### config.mk
export PLATFORM = sky130hd
export DESIGN_NAME = bundle_issue_seq
export DESIGN_NICKNAME = d
export VERILOG_FILES = /design/src/rtl/bundle_seq_pkg.sv /design/src/rtl/seq_ctrl.sv /design/src/rtl/seq_dp.sv /design/src/rtl/bundle_issue_seq.sv
export SDC_FILE = /design/constraint.sdc
export NUM_CORES = 1
export LEC_CHECK = 0
export BUFFER_PORTS_ARGS = -buffer_cell sky130_fd_sc_hd__buf_2
export CELL_PAD_IN_SITES_DETAIL_PLACEMENT = 0
export CELL_PAD_IN_SITES_GLOBAL_PLACEMENT = 1
export CORE_MARGIN = 3
export CORE_UTILIZATION = 42
export DETAILED_ROUTE_END_ITERATION = 12
export PLACE_DENSITY_LB_ADDON = 0.1
export SLEW_MARGIN = 5
export SYNTH_ARGS = -nofsm -noshare
export SYNTH_HDL_FRONTEND = slang
export SYNTH_SLANG_ARGS = --single-unit
### constraint.sdc
create_clock -name clk -period 3.85 [get_ports clk]
set_clock_uncertainty 0.15 [all_clocks]
set_input_delay 0.385 -clock clk [delete_from_list [all_inputs] [get_ports clk]]
set_output_delay 0.385 -clock clk [all_outputs]
set_load 0.01 [all_outputs]
### src/rtl/bundle_seq_pkg.sv
package bundle_seq_pkg;

  localparam int WORD_W   = 32;
  localparam int OP_W     = 30;
  localparam int SHORT_W  = 15;
  localparam int HASH_W   = 6;
  localparam int LONG_HASH_LSB  = OP_W - HASH_W;
  localparam int SHORT_HASH_LSB = SHORT_W - HASH_W;

  // counter indices
  localparam int CNT_CYC   = 0;
  localparam int CNT_LONG  = 1;
  localparam int CNT_PAR   = 2;
  localparam int CNT_LR    = 3;
  localparam int CNT_RL    = 4;
  localparam int CNT_TRUE  = 5;
  localparam int CNT_FALSE = 6;
  localparam int CNT_SKIP  = 7;
  localparam int NUM_CNT   = 8;

  typedef enum logic [1:0] {
    MODE_LONG = 2'b00,
    MODE_RL   = 2'b01,
    MODE_LR   = 2'b10,
    MODE_PAR  = 2'b11
  } bundleMode_e;

  typedef enum logic [1:0] {
    ST_IDLE   = 2'd0,
    ST_FIRST  = 2'd1,
    ST_SECOND = 2'd2
  } seqState_e;

  typedef struct packed {
    logic               load;
    logic               selRight;
    logic               selLong;
    logic [NUM_CNT-1:0] inc;
  } seqStrobe_t;

endpackage

### src/rtl/seq_ctrl.sv
module seq_ctrl
  import bundle_seq_pkg::*;
(
  input  logic       clk,
  input  logic       rstN,
  input  logic       wordValid,
  input  logic [1:0] modeIn,
  input  logic       testL,
  input  logic       testR,
  input  logic       execDone,
  input  logic       pcChg,
  input  logic       exc,
  input  logic       cond,
  output logic       wordReady,
  output logic       slotValid,
  output seqStrobe_t strobe
);

  seqState_e   state, nextSt;
  bundleMode_e mode, nextMode;
  logic        firstRight, nextFirstRight;
  logic        condMode, nextCondMode;

  always_ff @(posedge clk or negedge rstN) begin
    if (!rstN) begin
      state      <= ST_IDLE;
      mode       <= MODE_LONG;
      firstRight <= 1'b0;
      condMode   <= 1'b0;
    end else begin
      state      <= nextSt;
      mode       <= nextMode;
      firstRight <= nextFirstRight;
      condMode   <= nextCondMode;
    end
  end

  always_comb begin
    strobe         = '0;
    nextSt         = state;
    nextMode       = mode;
    nextFirstRight = firstRight;
    nextCondMode   = condMode;
    wordReady      = (state == ST_IDLE);
    slotValid      = (state != ST_IDLE);
    strobe.selLong  = (mode == MODE_LONG);
    strobe.selRight = (state == ST_SECOND) ? ~firstRight : firstRight;

    case (state)
      ST_IDLE: begin
        if (wordValid) begin
          strobe.load = 1'b1;
          strobe.inc[CNT_CYC] = 1'b1;
          case (bundleMode_e'(modeIn))
            MODE_LONG: strobe.inc[CNT_LONG] = 1'b1;
            MODE_RL:   strobe.inc[CNT_RL]   = 1'b1;
            MODE_LR:   strobe.inc[CNT_LR]   = 1'b1;
            default:   strobe.inc[CNT_PAR]  = 1'b1;
          endcase
          nextMode       = bundleMode_e'(modeIn);
          // test-only half goes first, left has priority
          nextFirstRight = (modeIn == MODE_RL) ||
                           ((modeIn == MODE_PAR) && !testL && testR);
          nextCondMode   = (modeIn == MODE_PAR) && (testL || testR);
          nextSt         = ST_FIRST;
        end
      end

      ST_FIRST: begin
        if (execDone) begin
          nextSt = ST_IDLE;
          case (mode)
            MODE_LONG: ;
            MODE_RL, MODE_LR: begin
              if (!pcChg && !exc) begin
                nextSt = ST_SECOND;
                strobe.inc[CNT_CYC] = 1'b1;
              end else if (pcChg && !exc) begin
                strobe.inc[CNT_SKIP] = 1'b1;
              end
            end
            default: begin
              if (condMode) begin
                if (!cond) begin
                  strobe.inc[CNT_FALSE] = 1'b1;
                end else if (!exc) begin
                  strobe.inc[CNT_TRUE] = 1'b1;
                  nextSt = ST_SECOND;
                end
              end else if (!exc) begin
                nextSt = ST_SECOND;
              end
            end
          endcase
        end
      end

      ST_SECOND: begin
        if (execDone) nextSt = ST_IDLE;
      end

      default: nextSt = ST_IDLE;
    endcase
  end

endmodule

### src/rtl/seq_dp.sv
module seq_dp
  import bundle_seq_pkg::*;
#(
  parameter int CNT_W = 32
)(
  input  logic                            clk,
  input  logic                            rstN,
  input  logic [OP_W-1:0]                 opIn,
  input  seqStrobe_t                      strobe,
  input  logic                            cntClear,
  output logic [OP_W-1:0]                 slotBits,
  output logic [HASH_W-1:0]               slotHash,
  output logic [NUM_CNT-1:0][CNT_W-1:0]   cntAll
);

  localparam logic [CNT_W-1:0] CNT_MAX = {CNT_W{1'b1}};
  localparam int PAD_W = OP_W - SHORT_W;

  logic [OP_W-1:0]    opReg;
  logic [SHORT_W-1:0] field;

  always_ff @(posedge clk or negedge rstN) begin
    if (!rstN)            opReg <= '0;
    else if (strobe.load) opReg <= opIn;
  end

  always_comb begin
    field = strobe.selRight ? opReg[SHORT_W-1:0] : opReg[OP_W-1:SHORT_W];
    if (strobe.selLong) begin
      slotBits = opReg;
      slotHash = opReg[LONG_HASH_LSB +: HASH_W];
    end else begin
      slotBits = {{PAD_W{1'b0}}, field};
      slotHash = field[SHORT_HASH_LSB +: HASH_W];
    end
  end

  for (genvar i = 0; i < NUM_CNT; i++) begin : gCnt
    logic [CNT_W-1:0] val;
    always_ff @(posedge clk or negedge rstN) begin
      if (!rstN)                                 val <= '0;
      else if (cntClear)                         val <= '0;
      else if (strobe.inc[i] && val != CNT_MAX)  val <= val + 1'b1;
    end
    assign cntAll[i] = val;
  end

endmodule

### src/rtl/bundle_issue_seq.sv
module bundle_issue_seq
  import bundle_seq_pkg::*;
#(
  parameter int CNT_W = 32
)(
  input  logic               clk,
  input  logic               rstN,
  input  logic               wordValid,
  input  logic [31:0]        wordIn,
  input  logic               testLeft,
  input  logic               testRight,
  output logic               wordReady,
  output logic               slotValid,
  output logic [29:0]        slotBits,
  output logic [5:0]         slotHash,
  output logic               slotLong,
  output logic               slotSide,
  input  logic               execDone,
  input  logic               execPcChanged,
  input  logic               execExcept,
  input  logic               execCond,
  input  logic               cntClear,
  output logic [CNT_W-1:0]   cntCycles,
  output logic [CNT_W-1:0]   cntLong,
  output logic [CNT_W-1:0]   cntParallel,
  output logic [CNT_W-1:0]   cntLeftRight,
  output logic [CNT_W-1:0]   cntRightLeft,
  output logic [CNT_W-1:0]   cntCondTrue,
  output logic [CNT_W-1:0]   cntCondFalse,
  output logic [CNT_W-1:0]   cntBranchSkip
);

  seqStrobe_t                    strobe;
  logic [NUM_CNT-1:0][CNT_W-1:0] cntAll;

  seq_ctrl u_ctrl (
    .clk       (clk),
    .rstN      (rstN),
    .wordValid (wordValid),
    .modeIn    (wordIn[WORD_W-1:OP_W]),
    .testL     (testLeft),
    .testR     (testRight),
    .execDone  (execDone),
    .pcChg     (execPcChanged),
    .exc       (execExcept),
    .cond      (execCond),
    .wordReady (wordReady),
    .slotValid (slotValid),
    .strobe    (strobe)
  );

  seq_dp #(.CNT_W(CNT_W)) u_dp (
    .clk      (clk),
    .rstN     (rstN),
    .opIn     (wordIn[OP_W-1:0]),
    .strobe   (strobe),
    .cntClear (cntClear),
    .slotBits (slotBits),
    .slotHash (slotHash),
    .cntAll   (cntAll)
  );

  assign slotLong      = strobe.selLong;
  assign slotSide      = strobe.selRight;
  assign cntCycles     = cntAll[CNT_CYC];
  assign cntLong       = cntAll[CNT_LONG];
  assign cntParallel   = cntAll[CNT_PAR];
  assign cntLeftRight  = cntAll[CNT_LR];
  assign cntRightLeft  = cntAll[CNT_RL];
  assign cntCondTrue   = cntAll[CNT_TRUE];
  assign cntCondFalse  = cntAll[CNT_FALSE];
  assign cntBranchSkip = cntAll[CNT_SKIP];

endmodule

Word level (Yosys, flattened, before mapping)
Cells that the tools add are included.

Flip-flop bits (word level): 292. Input port bits: 42. Output and inout port bits: 296. Word-level logic and storage cells: 126.

Add/subtract/negate cells: 8. Eq/ne operators: 18. Muxes and demuxes: 51. Bitwise gates (word level): 1. Reductions and logical operators: 35.

Operators with widths (number): $mux 32 (16); $add 32x1->32 const B (8); $ne 32x32->1 const B (8); $mux 30 (1); $mux 2 (9); $reduce_bool 2->1 (9); $mux 1 (16); $mux 15 (1); $logic_and 1x1->1 (13); $eq 2x2->1 const B (4); $eq 2x1->1 const B (3); $logic_not 2->1 (3); $mux 3 (2); $mux 6 (1); $ne 2x2->1 const B (3); $pmux 2 s3 (1); $reduce_or 3->1 (2); $mux 5 (1); $mux 4 (1); $pmux 2 s2 (1); $logic_not 1->1 (3); $reduce_and 3->1 (1); $logic_or 1x1->1 (2); $pmux 1 s2 (1); 3 further kinds (3).

Longest topological paths before layout
Gate-level depths: netlist of run 1.

Word-level depth: 10. Mapped depth: 9. Mapped depth without buffers: 7.

Hierarchy
Synthesis of run 1 repeated with hierarchy kept, for this count alone.

Cells, all modules: 1736. Area total of the unflattened synthesis: 16042.9 µm².

By module, submodules not included: seq_dp (times used 1, cells an instance 1690, area each 15636.2 µm²); seq_ctrl (times used 1, cells an instance 46, area each 406.6 µm²).

Least setup slack after synthesis of run 1
No wires, ideal clock.

Path type: reg-to-reg. From: reg u_ctrl.state[0]. To: reg u_dp.gCnt[4].val[28]. Library setup time: 0.125 ns. Arrival: 2.420 ns. Slack: 1.156 ns. Stages on the path, launching flop included: 7. Period minus slack after synthesis: 2.694 ns. Cell sequence: dfrtp_1 > buf_6 > or4b_4 > or2_4 > or4_4 > nor3_1 > mux2_2.

Longest elaborated chain between the ends: 4.

Ends and longest elaborated chain: start: declaration (RTL line seq_ctrl.sv:19) `seqState_e state, nextSt;`; start signal: assignment (RTL line seq_ctrl.sv:31) `state <= nextSt;`; $logic_not 2->1 (RTL line seq_ctrl.sv:49) `case (state)`; $mux 4 (RTL line seq_ctrl.sv:49); $logic_and 1x1->1 (RTL line seq_dp.sv:43) `else if (strobe.inc[i] && val != CNT_MAX) val <= val + 1'b1;`; $reduce_bool 2->1 (no line); end signal: assignment (RTL line seq_dp.sv:43); end: declaration (RTL line seq_dp.sv:39) `logic [CNT_W-1:0] val;`.

Every way passes these cells. A chain may end at the register's enable or synchronous reset.

Final worst setup path of run 1
From: reg u_ctrl.state[0]. To: out slotHash[3].

Longest elaborated chain between the ends: 4.

Ends and longest elaborated chain: $eq 2x2->1 (RTL line seq_ctrl.sv:47) `strobe.selRight = (state == ST_SECOND) ? ~firstRight : firstRight;`; $mux 1 (RTL line seq_ctrl.sv:47); $mux 15 (RTL line seq_dp.sv:28) `field = strobe.selRight ? opReg[SHORT_W-1:0] : opReg[OP_W-1:SHORT_W];`; $mux 6 (RTL line seq_dp.sv:29) `if (strobe.selLong) begin`; end: declaration (RTL line bundle_issue_seq.sv:15) `output logic [5:0] slotHash,`.

Every way passes these cells.

==> impl_metrics.env, run 1 <==
export IMPL_synthFlopType="dfrtp_1"
export IMPL_antenna_found_initial=2
export IMPL_grt_pass1_vias=14500
export IMPL_fin_crit_sh_pct=83.1
export IMPL_crit_fanout=11
export IMPL_row_count=71
export IMPL_drive_gt1_share_pct=23.6
export IMPL_synthCells=1801
export IMPL_num_vias=15400
export IMPL_vias_per_cell=5.76
export IMPL_path_clk_slew_ns=0.05
export IMPL_drtIter0Drc=989
export IMPL_cts_tree="built"
export IMPL_cts_buffers=36
export IMPL_drv_slew=0
export IMPL_cts_buffer_depth=3
export IMPL_slowest_stage="dfrtp_1"
export IMPL_p_per_area_mw_per_mm2=414
export IMPL_critPathMaxStageDelay_ns=0.51
export IMPL_setup_tns_final_ns=0
export IMPL_synthArstFlopShare_pct=100
export IMPL_path_cells="nand2b_1, xnor2_1, nor2b_1, mux2_2, buf_2"
export IMPL_core_mm2=0.0380
export IMPL_hpwl_um=34800
export IMPL_ys_seq_area_share_pct=44.8
export IMPL_grt_pass1_wl_um=80400
export IMPL_max_vdd_ir_drop_mv=0.265
export IMPL_dr_pass1_iters=5
export IMPL_syn_cell_area_mm2=0.0163
export IMPL_p_leak_uw=0.00865
export IMPL_synth_distinct_cells=73
export IMPL_min_period_ns=3.20
export IMPL_antenna_left=0
export IMPL_worst_ep_required_time_ns=3.31
export IMPL_numClockSinks=292
export IMPL_dieWidth_um=203
export IMPL_wire_per_inst_um=18.6
export IMPL_critPathLaunchType="flip-flop"
export IMPL_wl_um=49900
export IMPL_place_congestion=0.820
export IMPL_pin_count=338
export IMPL_yosys_warnings=0
export IMPL_grt_usage_pct=23.6
export IMPL_hold_ws_ns=0.0440
export IMPL_worst_pin_slew_ns=1.07
export IMPL_report_final_hold_viol_count=0
export IMPL_status="finished, final reports clean"
export IMPL_synth_edff_count=0
export IMPL_postSynthAreaPerCell_um2=9.07
export IMPL_clock_latency_ns=0.54
export IMPL_arrival_ns=2.66
export IMPL_drcViolationCount=0
export IMPL_rsz0062_at_grt="no"
export IMPL_grt_ovfl_total=0
export IMPL_htreeDepth=2
export IMPL_fmax_mhz=313
export IMPL_nets=2200
export IMPL_die_y_um=203
export IMPL_syn_nets=1854
export IMPL_cap_viol_max_count=0
export IMPL_ys_ff_latch=292
export IMPL_criticalPathCategory="flip-flop to output port"
export IMPL_slew_headroom_pct=28.3
export IMPL_crit_path_end_kind="output port"
export IMPL_cts_root_buf="clkbuf_16"
export IMPL_area_growth_pct=23.1
export IMPL_dieArea_mm2=0.0413
export IMPL_grt_max_degree=106
export IMPL_port_buffers=337
export IMPL_fillCellCount=3633
export IMPL_hold_path_class="primary input to flip-flop"
export IMPL_finalSetupViolCount=0
export IMPL_initial_core_util_pct=42.9
export IMPL_cts_setup_buffers=0
repair_timing:
item	in CTS	in global routing
resized for setup	0	0
hold buffers	34	0
endpoints found under the hold margin	133	0
routing by layer:
| metal | wire length, um | track usage [%] | vias up | share of wire (%) |
|---|---|---|---|---|
| met5 | 0 | 0 | - | 0 |
| li1 | - | - | 7382 | - |
| met3 | 3030 | 4.52 | 74 | 6.1 |
| met1 | 22500 | 33.0 | 7542 | 45 |
| met4 | 1260 | 7.52 | 0 | 2.5 |
| met2 | 23200 | 37.2 | 430 | 46 |
power by group:
group          switching [uW]  internal [uW]
clock network            1330           2040
logic                     889            649
registers                 159           3260
total                    2370           5950
sequential cells by signal, indices dropped and copies added, names as in the netlist:
register	cells
u_ctrl.firstRight	1
u_dp.opReg	30
u_dp.gCnt.val	256
u_ctrl.condMode	1
u_ctrl.state	2
u_ctrl.mode	2
cell families after synthesis:
kind of cell	after synthesis	synth area share (%)
simple gates	881	29.8
compound gates	355	13.3
flops	292	44.8
buf+inv	126	3.11
xor+xnor	79	4.24
mux	57	3.89
fa+ha+maj	11	0.843
stage by stage:
| step | instance area [um^2] | setup WS (ns) | util [%] | std cells | total power, uW |
|---|---|---|---|---|---|
| 4_1_cts | 20100 | 0.590 | 52.9 | 2677 | 8470 |
| 6_report | 20100 | 0.652 | 52.9 | 2679 | 8320 |
| 3_5_place_dp | 18600 | 0.970 | 48.9 | 2586 | 5000 |
| 5_1_grt | 20100 | 0.458 | 52.9 | 2679 | 8740 |
| 2_1_floorplan | 16300 | 1.16 | - | 1801 | 4370 |
| 3_3_place_gp | 18600 | 0.949 | 48.9 | 2586 | 4980 |
cell usage after synthesis, drive strengths merged (6+ instances only):
master | instances | share of area (%)
buf | 11 | 0.47
or2 | 11 | 0.44
a2111oi | 13 | 0.70
mux2i | 6 | 0.37
a211oi | 26 | 1.2
nor3 | 22 | 0.70
and2 | 30 | 1.1
dfrtp | 292 | 45
inv | 35 | 0.80
nand4 | 86 | 3.3
ha | 11 | 0.84
o31ai | 64 | 3.0
or4 | 77 | 3.6
nand2b | 6 | 0.23
and4 | 40 | 2.1
o21ai | 69 | 2.1
nor4 | 35 | 1.5
mux2 | 51 | 3.5
or3 | 68 | 2.6
nand2 | 197 | 4.5
and3 | 17 | 0.65
xor2 | 6 | 0.32
xnor2 | 73 | 3.9
nor2 | 143 | 3.3
a21oi | 151 | 4.6
clkbuf | 80 | 1.8
nand3 | 89 | 2.8
nor2b | 37 | 1.4
layout by cell type (no fill, tap or decap), types with 7 or more instances in the layout:
master and count:
a211oi_1 26, nor2b_1 37, ha_1 11, xnor2_1 73
dfrtp_1 292, clkbuf_8 10, clkbuf_16 37, and2_1 30
or3_1 68, buf_4 23, nor3_1 21, nand3_1 88
o31ai_1 62, and4_1 40, dlygate4sd3_1 34, clkinv_2 7
and3_1 17, inv_1 35, nor4_1 29, nor2_1 143
a21oi_1 151, nand2_1 196, mux2_2 51, a2111oi_0 12
or4_1 73, nand4_1 86, or2_2 9, o21ai_0 69
buf_2 335
critical path: cells and delay by family, from the launching register on:
kind / cells / cell delay [ns]
AND/OR/NAND/NOR: 2 / 0.73
flip-flops: 1 / 0.51
multiplexers: 1 / 0.41
XOR/XNOR: 1 / 0.35
buffers and inverters: 1 / 0.14
worst paths after layout:
path / from / depth (start not counted) / endpoint / slack [ns]
max: u_ctrl.state[0] / 5 / slotHash[3] / 0.65
min reg2reg: u_dp.opReg[3] / 2 / u_dp.opReg[3] / 0.33
min in group asynchronous: rstN / 2 / u_dp.gCnt[7].val[26] / 0.38
min: wordValid / 3 / u_ctrl.state[0] / 0.04
max in group asynchronous: rstN / 3 / u_dp.gCnt[5].val[6] / 2.18
max reg2reg: u_dp.gCnt[6].val[2] / 5 / u_dp.gCnt[6].val[27] / 0.95
area by class of cell:
class                      count  area (um^2)  share of cell area [%]
multi-input combinational   1383         8550                    42.5
sequential                   292         7310                    36.3
timing repair buffer         399         2320                    11.5
clock buffer                  48         1060                    5.26
tap                          511          639                    3.18
inverter                      35          131                   0.653
clock inverter                 9         95.1                   0.473
antenna                        2         5.00                  0.0249
Power figures use the tool's default switching activity.
==> inputs of run 2 (changes only) <==
--- a/config.mk
+++ b/config.mk
@@ -5,11 +5,12 @@
 export SDC_FILE = /design/constraint.sdc
 export NUM_CORES = 1
 export LEC_CHECK = 0
+export ABC_AREA = 1
 export BUFFER_PORTS_ARGS = -buffer_cell sky130_fd_sc_hd__buf_2
 export CELL_PAD_IN_SITES_DETAIL_PLACEMENT = 0
 export CELL_PAD_IN_SITES_GLOBAL_PLACEMENT = 1
 export CORE_MARGIN = 3
-export CORE_UTILIZATION = 42
+export CORE_UTILIZATION = 40
 export DETAILED_ROUTE_END_ITERATION = 12
 export PLACE_DENSITY_LB_ADDON = 0.1
 export SLEW_MARGIN = 5
==> constraint.sdc (replaced) <==
create_clock -name clk -period 2.98 [get_ports clk]
set_clock_uncertainty 0.15 [all_clocks]
set_input_delay 0.298 -clock clk [delete_from_list [all_inputs] [get_ports clk]]
set_output_delay 0.298 -clock clk [all_outputs]
set_load 0.01 [all_outputs]
==> impl_metrics.env, run 2 <==
export IMPL_syn_nets=3058
export IMPL_ys_seq_area_share_pct=37.7
export IMPL_pin_count=338
export IMPL_yosys_area_top_type="dfrtp_1"
export IMPL_grt_max_degree=69
export IMPL_place_congestion=0.917
export IMPL_path_clk_slew_ns=0.06
export IMPL_regMostFlops="u_dp.gCnt.val"
export IMPL_htreeDepth=2
export IMPL_cap_viol_max_count=0
export IMPL_critPathLaunchType="flip-flop"
export IMPL_ys_ff_latch=292
export IMPL_critPathMaxStageDelay_ns=0.40
export IMPL_final_cell_mix="1254 x nand2_1, 447 x nor2_1, 336 x buf_2"
export IMPL_path_cells="inv_1, nor2_1, or2_2, nand2_2, buf_4, o211ai_1, nand2_1, buf_2"
export IMPL_numClockSinks=292
export IMPL_area_growth_pct=20.6
export IMPL_report_final_hold_viol_count=0
export IMPL_largest_register_ffs=256
export IMPL_fin_cells=4024
export IMPL_p_per_area_mw_per_mm2=493
export IMPL_grt_usage_pct=24.8
export IMPL_cts_root_buf="clkbuf_16"
export IMPL_final_common_cell="nand2_1"
export IMPL_grt_pass1_vias=18900
export IMPL_core_mm2=0.0478
export IMPL_criticalPathCategory="flip-flop to output port"
export IMPL_worst_pin_slew_ns=0.925
export IMPL_die_y_um=226
export IMPL_fin_crit_sh_pct=91.7
export IMPL_hpwl_um=47500
export IMPL_drtIter0Drc=1507
export IMPL_postSynthAreaPerCell_um2=6.46
export IMPL_dr_pass1_iters=5
export IMPL_cts_buffer_depth=3
export IMPL_dieArea_mm2=0.0512
export IMPL_drv_slew=0
export IMPL_synth_distinct_cells=46
export IMPL_synthFlopType="dfrtp_1"
export IMPL_grt_ovfl_total=0
export IMPL_hold_path_class="primary input to flip-flop"
export IMPL_path_delay_family="simple AND/OR/NAND/NOR gates"
export IMPL_synthTopCellsByArea="dfrtp_1 38%, nand2_1 24%, nor2_1 8.6%, nand3_1 5.6%, inv_1 5.4%"
export IMPL_synthTopCellsByCount="1256 x nand2_1, 447 x nor2_1, 292 x dfrtp_1"
export IMPL_p_leak_uw=0.0120
export IMPL_cts_setup_buffers=0
export IMPL_fillCellCount=4983
export IMPL_row_count=80
export IMPL_worst_path_buf_inv=3
export IMPL_status="finished, final reports clean"
export IMPL_synthCells=3005
export IMPL_port_buffers=337
export IMPL_slowest_stage="dfrtp_1"
export IMPL_largestRegisters="u_dp.gCnt.val (256), u_dp.opReg (30)"
export IMPL_min_period_ns=2.73
export IMPL_crit_path_end_kind="output port"
export IMPL_slew_headroom_pct=38.1
export IMPL_drcViolationCount=0
export IMPL_synth_top_cell_area_share_pct=37.7
export IMPL_clock_latency_ns=0.55
export IMPL_placed_cells=3914
export IMPL_wire_per_inst_um=16.0
export IMPL_finalSetupViolCount=0
export IMPL_yosysMostFrequentCell="nand2_1"
export IMPL_wl_um=64200
export IMPL_arrival_ns=2.29
export IMPL_cts_tree="built"
export IMPL_fmax_mhz=366
export IMPL_crit_fanout=17
export IMPL_synth_edff_count=0
export IMPL_dieWidth_um=226
export IMPL_rsz0062_at_grt="no"
export IMPL_initial_core_util_pct=40.5
export IMPL_syn_cell_area_mm2=0.0194
export IMPL_antenna_left=0
export IMPL_num_vias=20100
export IMPL_synthArstFlopShare_pct=100
export IMPL_yosys_warnings=0
export IMPL_setup_tns_final_ns=0
export IMPL_drive_gt1_share_pct=15.9
export IMPL_max_vdd_ir_drop_mv=0.597
export IMPL_vias_per_cell=5.00
export IMPL_cts_buffers=39
export IMPL_worst_ep_required_time_ns=2.53
export IMPL_nets=3431
export IMPL_grt_pass1_wl_um=102000
export IMPL_antenna_found_initial=3
-- run 2: cell types whose count changed after synthesis, sizes merged, moves of 60 or more --
cell / change
a21oi: -129
clkbuf: -60
inv: +250
nand2: +1090
nand3: +133
nor2: +348
o31ai: -63
or3: -68
or4: -77
-- run 2: worst min-delay path, stage by stage --
cell,delay (ns)
buf_2,0.16
inv_6,0.18
nand2_1,0.13
nor2_1,0.03
-- run 2: worst paths after layout --
check | end | from | slack (ns) | cells after the start
min in group asynchronous | u_dp.gCnt[4].val[30] | rstN | 0.17 | 2
worst min register to register | u_dp.opReg[3] | u_dp.opReg[3] | 0.33 | 2
worst min-delay path | u_dp.gCnt[6].val[21] | cntClear | 0.13 | 4
max in group asynchronous | u_dp.gCnt[0].val[23] | rstN | 1.77 | 3
worst max register to register | u_dp.gCnt[3].val[26] | u_ctrl.state[0] | 0.53 | 9
worst max-delay path | slotBits[14] | u_ctrl.state[1] | 0.25 | 8
-- run 2: cell families after synthesis --
family,synth area share [%]
compound gates,3.86
xor+xnor,3.48
fa+ha+maj,0.709
buf+inv,7.88
flops,37.7
simple gates,46.4
-- run 2: through the flow --
stage	power [uW]	hold WS [ns]	cell area, um^2	util (%)	setup WS [ns]
3_5_place_dp	6760	0.173	21700	45.4	0.486
6_report	11500	0.130	23400	48.9	0.247
5_1_grt	12100	0.157	23400	48.9	0.0667
3_3_place_gp	6750	0.174	21700	45.4	0.573
4_1_cts	11700	0.105	23400	48.9	0.0788
2_1_floorplan	5820	-0.148	19400	-	1.07
-- run 2: layout make-up --
| type | instances | area (um^2) | area share (%) |
|---|---|---|---|
| diodes | 2 | 5.00 | 0.0214 |
| clock buffers | 62 | 1200 | 5.15 |
| clock inverters | 8 | 90.1 | 0.385 |
| inverters | 291 | 1110 | 4.75 |
| multi-input cells | 2352 | 10600 | 45.2 |
| flip-flops and latches | 292 | 7310 | 31.2 |
| well taps | 615 | 769 | 3.29 |
| repair buffers | 402 | 2340 | 10.0 |
-- run 2: metal layers --
layer,up-vias,routed length [um],track usage [%]
li1,10100,-,-
met4,0,1580,7.19
met5,-,0,0
met2,503,29400,40.2
met1,9414,29600,34.3
met3,84,3610,3.86
-- run 2: power breakdown --
part	internal (uW)	switching (uW)	total [uW]
Combinational	770	1560	2330
Sequential	4210	197	4410
Clock	2930	1850	4780
Total	7920	3610	11500
-- run 2: repair_timing --
item	in CTS	in global routing
hold buffers	38	0
resized for setup	1	2
setup endpoints to repair	9	9
endpoints found under the hold margin	97	0
